**config.mk**
```make
export PLATFORM = sky130hd
export DESIGN_NAME = insn_seq_unit
export DESIGN_NICKNAME = d
export VERILOG_FILES = /design/src/rtl/seq_pkg.sv /design/src/rtl/seq_phase_gen.sv /design/src/rtl/seq_decode.sv /design/src/rtl/seq_target.sv /design/src/rtl/insn_seq_unit.sv
export SDC_FILE = /design/constraint.sdc
export NUM_CORES = 1
export LEC_CHECK = 0
export BUFFER_PORTS_ARGS = -buffer_cell sky130_fd_sc_hd__buf_2
export CORE_MARGIN = 8
export CORE_UTILIZATION = 35
export CTS_CLUSTER_DIAMETER = 40
export DETAILED_ROUTE_END_ITERATION = 12
export HOLD_SLACK_MARGIN = 0.02
export RECOVER_POWER = 50
export SLEW_MARGIN = 15
export SYNTH_ARGS = -nofsm -noshare
export SYNTH_HDL_FRONTEND = slang
export SYNTH_HIERARCHICAL = 1
export SYNTH_SLANG_ARGS = --single-unit
```
**constraint.sdc**
```tcl
create_clock -name clk -period 7.7 [get_ports clk]
set_input_delay 1.54 -clock clk [delete_from_list [all_inputs] [get_ports clk]]
set_output_delay 1.54 -clock clk [all_outputs]
set_load 0.01 [all_outputs]
```
**src/rtl/seq_pkg.sv**
```systemverilog
package seq_pkg;

  localparam int WORD_W = 16;

  // bit positions of the condition flags input
  localparam int FLG_CARRY = 0;
  localparam int FLG_ZERO  = 1;
  localparam int FLG_OVF   = 2;
  localparam int FLG_NEG   = 3;
  localparam int FLG_W     = 4;

  typedef enum logic [2:0] {
    XF_NONE  = 3'd0,
    XF_COND  = 3'd1,
    XF_JREL  = 3'd2,
    XF_CREL  = 3'd3,
    XF_JABS  = 3'd4,
    XF_CABS  = 3'd5
  } xfer_kind_e;

  // classify a word by its upper byte
  function automatic xfer_kind_e classify(input logic [7:0] hi);
    if (hi == 8'hEF)                 return XF_JABS;
    else if (hi[7:1] == 7'b1110110)  return XF_CABS;
    else if (hi[7:3] == 5'b11010)    return XF_JREL;
    else if (hi[7:3] == 5'b11011)    return XF_CREL;
    else if (hi[7:3] == 5'b11100)    return XF_COND;
    else                             return XF_NONE;
  endfunction

  // evaluate a 3-bit condition code against the flags
  function automatic logic cond_met(input logic [2:0] cc, input logic [FLG_W-1:0] f);
    logic sel;
    case (cc[2:1])
      2'b00:   sel = f[FLG_ZERO];
      2'b01:   sel = f[FLG_CARRY];
      2'b10:   sel = f[FLG_OVF];
      default: sel = f[FLG_NEG];
    endcase
    return sel ^ cc[0];
  endfunction

endpackage

```
**src/rtl/seq_phase_gen.sv**
```systemverilog
module seq_phase_gen #(
  parameter int PHASES = 4
) (
  input  logic clk,
  input  logic rst_n,
  output logic strobe
);
  localparam int PH_W = (PHASES > 1) ? $clog2(PHASES) : 1;
  localparam logic [PH_W-1:0] LAST = PH_W'(PHASES - 1);

  logic [PH_W-1:0] phase;

  always_ff @(posedge clk) begin
    if (!rst_n)              phase <= '0;
    else if (phase == LAST)  phase <= '0;
    else                     phase <= phase + PH_W'(1);
  end

  assign strobe = rst_n && (phase == LAST);

  // one strobe clock, then quiet
  a_r1_single_pulse: assert property (@(posedge clk) disable iff (!rst_n)
    strobe |=> !strobe);
  // cadence of PHASES clocks
  a_r1_cadence: assert property (@(posedge clk) disable iff (!rst_n)
    $past(strobe, 4) |-> strobe);

endmodule

```
**src/rtl/seq_decode.sv**
```systemverilog
module seq_decode
  import seq_pkg::*;
(
  input  logic [7:0]       opc_hi,
  input  logic [FLG_W-1:0] flags,
  input  logic             live,
  output xfer_kind_e       kind,
  output logic             xfer,
  output logic             is_call
);
  logic taken_if_live;

  always_comb begin
    kind = classify(opc_hi);
    case (kind)
      XF_COND:                         taken_if_live = cond_met(opc_hi[2:0], flags);
      XF_JREL, XF_CREL, XF_JABS, XF_CABS: taken_if_live = 1'b1;
      default:                         taken_if_live = 1'b0;
    endcase
    xfer    = live && taken_if_live;
    is_call = live && (kind == XF_CREL || kind == XF_CABS);
  end

endmodule

```
**src/rtl/seq_target.sv**
```systemverilog
module seq_target
  import seq_pkg::*;
#(
  parameter int PC_W = 21
) (
  input  logic [PC_W-1:0] pc_now,
  input  xfer_kind_e      kind,
  input  logic [10:0]     low_bits,
  input  logic [11:0]     tail_bits,
  output logic [PC_W-1:0] target
);
  localparam int ABS_W = 12 + 8 + 1;

  // relative: twice the signed offset added to the next address
  function automatic logic [PC_W-1:0] rel8(input logic [PC_W-1:0] base, input logic [7:0] off);
    logic [PC_W-1:0] ext;
    ext = {{(PC_W-8){off[7]}}, off};
    return base + (ext << 1);
  endfunction

  function automatic logic [PC_W-1:0] rel11(input logic [PC_W-1:0] base, input logic [10:0] off);
    logic [PC_W-1:0] ext;
    ext = {{(PC_W-11){off[10]}}, off};
    return base + (ext << 1);
  endfunction

  // absolute: word address built from two program words
  function automatic logic [PC_W-1:0] abs20(input logic [11:0] hi, input logic [7:0] lo);
    logic [ABS_W-1:0] a;
    a = {hi, lo, 1'b0};
    return PC_W'(a);
  endfunction

  always_comb begin
    case (kind)
      XF_COND:          target = rel8(pc_now, low_bits[7:0]);
      XF_JREL, XF_CREL: target = rel11(pc_now, low_bits);
      XF_JABS, XF_CABS: target = abs20(tail_bits, low_bits[7:0]);
      default:          target = pc_now;
    endcase
  end

endmodule

```
**src/rtl/insn_seq_unit.sv**
```systemverilog
module insn_seq_unit
  import seq_pkg::*;
#(
  parameter int              PC_W     = 21,
  parameter int              PHASES   = 4,
  parameter logic [PC_W-1:0] RESET_PC = '0
) (
  input  logic              clk,
  input  logic              rst_n,
  input  logic [15:0]       prog_word,
  input  logic [3:0]        flags,
  input  logic              skip_req,
  output logic [PC_W-1:0]   pc,
  output logic              nop_sub,
  output logic              cyc_strobe,
  output logic              call_push
);
  localparam logic [PC_W-1:0] STEP = PC_W'(2);

  logic [WORD_W-1:0] exec_word;
  logic              exec_killed;
  logic              live;
  xfer_kind_e        kind;
  logic              xfer;
  logic              is_call;
  logic              skip_hit;
  logic              flush;
  logic [PC_W-1:0]   target;

  seq_phase_gen #(.PHASES(PHASES)) u_phase (
    .clk    (clk),
    .rst_n  (rst_n),
    .strobe (cyc_strobe)
  );

  assign live = !exec_killed;

  seq_decode u_dec (
    .opc_hi  (exec_word[15:8]),
    .flags   (flags),
    .live    (live),
    .kind    (kind),
    .xfer    (xfer),
    .is_call (is_call)
  );

  seq_target #(.PC_W(PC_W)) u_tgt (
    .pc_now    (pc),
    .kind      (kind),
    .low_bits  (exec_word[10:0]),
    .tail_bits (prog_word[11:0]),
    .target    (target)
  );

  // skip applies only to a live word that does not transfer
  assign skip_hit = live && skip_req && !xfer;
  assign flush    = xfer || skip_hit;

  always_ff @(posedge clk) begin
    if (!rst_n) begin
      pc          <= RESET_PC;
      exec_word   <= '0;
      exec_killed <= 1'b1;
    end else if (cyc_strobe) begin
      pc          <= xfer ? target : pc + STEP;
      exec_word   <= prog_word;
      exec_killed <= flush;
    end
  end

  assign nop_sub   = exec_killed || (exec_word[15:12] == 4'hF);
  assign call_push = cyc_strobe && is_call;

  // pc frozen between strobes
  a_r3_pc_hold: assert property (@(posedge clk) disable iff (!rst_n)
    !$past(cyc_strobe) |-> $stable(pc));
  // unflushed cycle advances by one word
  a_r3_seq_step: assert property (@(posedge clk) disable iff (!rst_n)
    ($past(cyc_strobe) && !$past(flush)) |-> (pc == $past(pc) + STEP));
  // any flush leaves a bubble behind it
  a_r8_flush_bubble: assert property (@(posedge clk) disable iff (!rst_n)
    ($past(cyc_strobe) && $past(flush)) |-> nop_sub);
  // a push is followed by a bubble cycle
  a_r10_push_then_bubble: assert property (@(posedge clk) disable iff (!rst_n)
    call_push |=> nop_sub);
  // a bubble never requests a push
  a_r11_bubble_quiet: assert property (@(posedge clk) disable iff (!rst_n)
    (exec_killed && cyc_strobe) |-> !call_push);

endmodule

```
======== Yosys cells after proc, flatten, opt, wreduce, memory -nomap -nowiden ========
Index checks and enable logic that the tools add are counted.
cells by class
  add/sub/neg operators ................... 4
  multiply operators ...................... 0
  divide/modulo/power cells ............... 0
  $lt $le $gt $ge ......................... 0
  eq/ne operators ......................... 15
  shift operators ......................... 0
  mux-type cells .......................... 10
  bitwise logic cells ..................... 2
  reduce and logical (&&, ||, !) cells .... 17
operators with widths
  cell                     number
  $pmux W21 S3             1
  $add A21 B21 Y21         2
  $add A21 B2 Y21 const B  1
  $mux W21                 1
  $eq A5 B5 Y1 const B     3
  $mux W3                  4
  $eq A8 B8 Y1 const B     1
  $eq A7 B7 Y1 const B     1
  $eq A3 B2 Y1 const B     2
  $eq A3 B3 Y1 const B     2
  $logic_and A1 B1 Y1      6
  $reduce_or A2 Y1         3
  $eq A2 B2 Y1 const B     2
  $eq A4 B4 Y1 const B     1
  $ne A4 B1 Y1 const B     1
  $reduce_or A4 Y1         1
  $eq A3 B1 Y1 const B     1
  $logic_or A1 B1 Y1       3
  $pmux W1 S3              1
  $add A2 B1 Y2 const B    1
  $eq A2 B1 Y1 const B     1
  $logic_not A1 Y1         2
  $logic_not A2 Y1         1
  $mux W1                  2
  other kinds (4)          4
storage, ports and cells
  register bits ........................... 40
  bits in latches ......................... 0
  RAM bits ................................ 0
  memory bits (read-only) ................. 0
  bits of input ports ..................... 23
  output and inout bits ................... 24
  word-level logic and storage cells ...... 52
  memories kept ........................... 0

======== Longest topological paths before layout ========
  depth after elaboration ................. 14
  depth in mapped cells ................... 16
  depth with buffers taken out ............ 15

======== Hierarchy ========
Netlist, hierarchy kept.
by module, submodules not included
  module         instances  cells an instance  area an instance (µm²)  sequential area each (µm²)
  insn_seq_unit  1          239                2068.2                  760.7
  seq_target     1          193                1340.0                  0.0
  seq_decode     1          19                 145.1                   0.0
  seq_phase_gen  1          6                  81.3                    40.0

======== Worst setup path after synthesis ========
Ideal clock, no wire load.
  kind .................................... input -> output
  start point ............................. input rst_n
  end point ............................... output call_push
  data arrival time ....................... 2.502 ns
  required time ........................... 6.160 ns
  setup slack ............................. 3.658 ns
  stages .................................. 5
  buffers on the path ..................... 3
  cells stage by stage .................... and2_2 > buf_2 > buf_2 > buf_1 > and2_1
on the way
  cells in the longest elaborated chain, start to end .. 2
RTL lines
  what                 RTL line             RTL
  start: declaration   insn_seq_unit.sv:9   input logic rst_n,
  $logic_and A1 B1 Y1  seq_phase_gen.sv:19  assign strobe = rst_n && (phase == LAST);
  $logic_and A1 B1 Y1  insn_seq_unit.sv:72  assign call_push = cyc_strobe && is_call;
  end: declaration     insn_seq_unit.sv:16  output logic call_push
No other way between the ends.

======== Worst setup path after layout ========
Ends and elaborated chain as after synthesis.

==> results.md <==
* Register share of total power at 0.488
* Max_slew headroom at 0.252
* Top-area cell type share of the netlist area at 0.220
* FF+latch area at 801 µm²
* Sw Share at 0.265
* Placer Congestion at 0.919
* LEAKAGE at 1.59 nW
* Largest net degree at the start of global routing at 49
* Max Cap Viol at 0
* Top post-synthesis cells by area: dfxtp_1, ha_1, mux2i_1, a21oi_1, nor2_1
* Place WS at 3.22 ns
* Die height at 118 µm
* Mapped Area at 3630 µm²
* Setup Buffers After CTS at 0
* Routed Antenna Nets at 0
* WL met1 at 5220 µm
* CTS H-tree depth at 2
* Min-Delay Path Class: reg -> reg
* Port Buf Inserts at 46
* DR vias/cell at 5.83
* Peak VDD IR at 84.5 µV
* CTS tree: built
* Antenna Cells at 0
* Uppermost layer routed: met4
* Area of the multi-input gates at 2650 µm²
* Yosys warnings at 6
* Crit path time final at 5.09 ns
* Layout cells sized above 1 at 0.121
* Congestion Overflow GR at 0
* CP required at 6.16 ns
* DIE AREA at 13,900 µm²
* NetSw at 118 µW
* Primary FF master, synth: dfxtp_1
* Least-Margin Pin Slew at 1.12 ns
* Hold-critical path depth at 1
* Clock Pin Slew Worst Setup and Hold Paths at 0.09 ns
* Setup crit start kind: primary input
* Area of the core region at 10,200 µm²
* Filler cell count at 1,056
* Routed length per instance at 17.8 µm
* Outcome: finished, final reports clean
* Layout area overhead at 10.6%
* Final hold violations at 0
* Initial Util at 0.357
* RSZ-0062 raised after global routing: false
* Hold-fix buffer count after cts at 0
* Setup Viol. Count Final at 0
* Met3 WL at 437 µm
* Period Utilization, post-route at 0.661
* CTS buffer count at 5
* Worst Clk Skew at 0.00799 ns
* Reg2reg path depth at 14
* Num ports at 47
* Comb pwr share at 0.093
* CP endpoint kind: primary output
* Drt first pass iters at 5
* Final TNS setup at 0 ns
* Mapped Cells at 457
* CP max FO at 33
* Async S/R FF share, synth at 0
* Critical path destination: call_push
* CTS max path bufs at 2
* Post-synth EDFFs at 0
* GRT Total Usage at 0.157
* Post_cts resized at 0
* Vias in the first global route at 3,496
* Final WL at 11,100 µm
* Die Span X at 118 µm
* Initial antenna violation count at 0
* HPWL after detailed placement at 8220 µm
* FMAX at 196 MHz
* Crit path from: rst_n
* Int Pwr at 326 µW
* Syn_nets at 505
* Reg-to-reg critical path endpoint: pc[20]
* Netlist cell types at 79
* Clk sinks at 40
* RR Startpoint: exec_word[13]
* WP data arrival at 3.55 ns
* Dpl cell area at 3940 µm²
* Hold WS at 0.435 ns
* Initial DRC Count at 205
* Clock root buffer: clkbuf_8
* Clock power frac at 0.419
* PD cells at 110 nW/µm²
* R2R setup slack at 3.72 ns
* Mapped Avg Cell Area at 7.95 µm²
* Yosys reg bits at 40
* First-pass GRT wire length at 18,200 µm
* Routed wl met2 at 5160 µm
* Num rows at 37
* Yosys top cell by area: dfxtp_1
* Seq/Total Area, Yosys at 0.220
* Max Transition Viols Final at 0
* Final Cell Area at 4020 µm²
* Clock Latency Late Sink at 0.30 ns
* Post-route setup slack at 2.61 ns
* Final net count at 533
* Worst Path Class, Setup: in -> out
* Via count at 3,624
* DR DRC count at 0
[how the worst min path moves through the flow]
stage | start | end | slack, ns
6_report | u_phase/phase[0] | u_phase/phase[0] | 0.44
5_1_grt | u_phase/phase[0] | u_phase/phase[0] | 0.47
4_1_cts | u_phase/phase[0] | u_phase/phase[0] | 0.45
3_5_place_dp | u_phase/phase[0] | u_phase/phase[0] | 0.44
3_3_place_gp | u_phase/phase[0] | u_phase/phase[0] | 0.43
2_1_floorplan | u_phase/phase[0] | u_phase/phase[0] | 0.42
[cell usage in the layout, fill, tap and decap left out, types with 5 or more instances in the layout]
master	instances
nand4_1	8
o21ai_0	31
o21a_1	5
nand3_1	9
mux2i_1	23
and2_1	5
a211oi_1	8
clkbuf_8	5
ha_1	24
nor2_1	44
xnor2_1	8
a31oi_1	5
xor2_1	8
nand2b_1	5
inv_1	14
nor3_1	7
nor2b_1	8
buf_2	24
dfxtp_1	40
and3_1	7
nand2_1	35
a21oi_1	33
a21o_1	11
clkbuf_1	22
a22oi_1	17
[logic make-up (layout without fill, tap and decap cells)]
family	after synthesis	in the layout	share of synthesized area
AND/OR/NAND/NOR	155	155	0.236
multiplexers	24	24	0.0695
buffers and inverters	43	72	0.0489
AO/OA/AOI/OAI	154	154	0.298
adder cells (fa/ha/maj)	25	25	0.0881
flip-flops	40	40	0.220
XOR/XNOR	16	16	0.0386
[state kept, by name, summed over array words and instances (netlist names)]
signal / flops
exec_word: 16
exec_killed: 1
pc: 21
u_phase/phase: 2
[per-stage QoR]
| step | power (mW) | std cells | util |
|---|---|---|---|
| 6_report | 0.443 | 622 | 0.395 |
| 5_1_grt | 0.460 | 622 | 0.395 |
| 4_1_cts | 0.448 | 622 | 0.398 |
| 3_5_place_dp | 0.263 | 614 | 0.387 |
| 3_3_place_gp | 0.262 | 614 | 0.387 |
| 2_1_floorplan | 0.246 | 457 | - |
[power groups by stage]
| stage | logic (mW) | registers [mW] | clock network, mW |
|---|---|---|---|
| 2_1_floorplan | 0.0264 | 0.220 | 0 |
| 3_3_place_gp | 0.0411 | 0.221 | 0 |
| 3_5_place_dp | 0.0421 | 0.221 | 0 |
| 4_1_cts | 0.0420 | 0.216 | 0.190 |
| 5_1_grt | 0.0456 | 0.217 | 0.197 |
| 6_report | 0.0411 | 0.216 | 0.186 |
[critical path, stage by stage]
cell,delay [ns]
clkbuf_1,0.42
and2_0,0.74
buf_4,0.51
and2_1,0.19
buf_2,0.13
[cell type report]
class	instances	area share
Multi-Input combinational cell	374	0.659
Timing Repair Buffer	50	0.0579
Sequential cell	40	0.199
Tap cell	136	0.0423
Clock inverter	3	0.0115
Inverter	14	0.0131
Clock buffer	5	0.0171
[cells in the mapped netlist, types with 2 or more instances]
| library cell | instances |
|---|---|
| a211oi_1 | 8 |
| a21o_1 | 11 |
| a21oi_1 | 33 |
| a221o_1 | 4 |
| a221oi_1 | 2 |
| a22oi_1 | 17 |
| a31oi_1 | 5 |
| a41o_1 | 2 |
| a41o_2 | 2 |
| a41oi_1 | 2 |
| and2_1 | 5 |
| and3_1 | 7 |
| and4_1 | 3 |
| buf_2 | 7 |
| buf_4 | 2 |
| clkbuf_1 | 19 |
| dfxtp_1 | 40 |
| ha_1 | 24 |
| inv_1 | 14 |
| mux2i_1 | 23 |
| nand2_1 | 35 |
| nand2b_1 | 5 |
| nand3_1 | 9 |
| nand3b_1 | 3 |
| nand4_1 | 8 |
| nor2_1 | 44 |
| nor2b_1 | 8 |
| nor3_1 | 7 |
| nor3b_1 | 3 |
| nor4_1 | 2 |
| o211ai_1 | 3 |
| o21a_1 | 5 |
| o21ai_0 | 31 |
| o31a_1 | 2 |
| o31ai_1 | 3 |
| o41ai_1 | 2 |
| xnor2_1 | 8 |
| xor2_1 | 8 |
[per-layer routing]
metal  GRT usage  up-vias
met1       0.207     1735
met2       0.252      100
met3      0.0216       21
met5           0        -
li1            -     1768
met4      0.0616        0
Note: power is estimated with default switching activity, not from simulation.
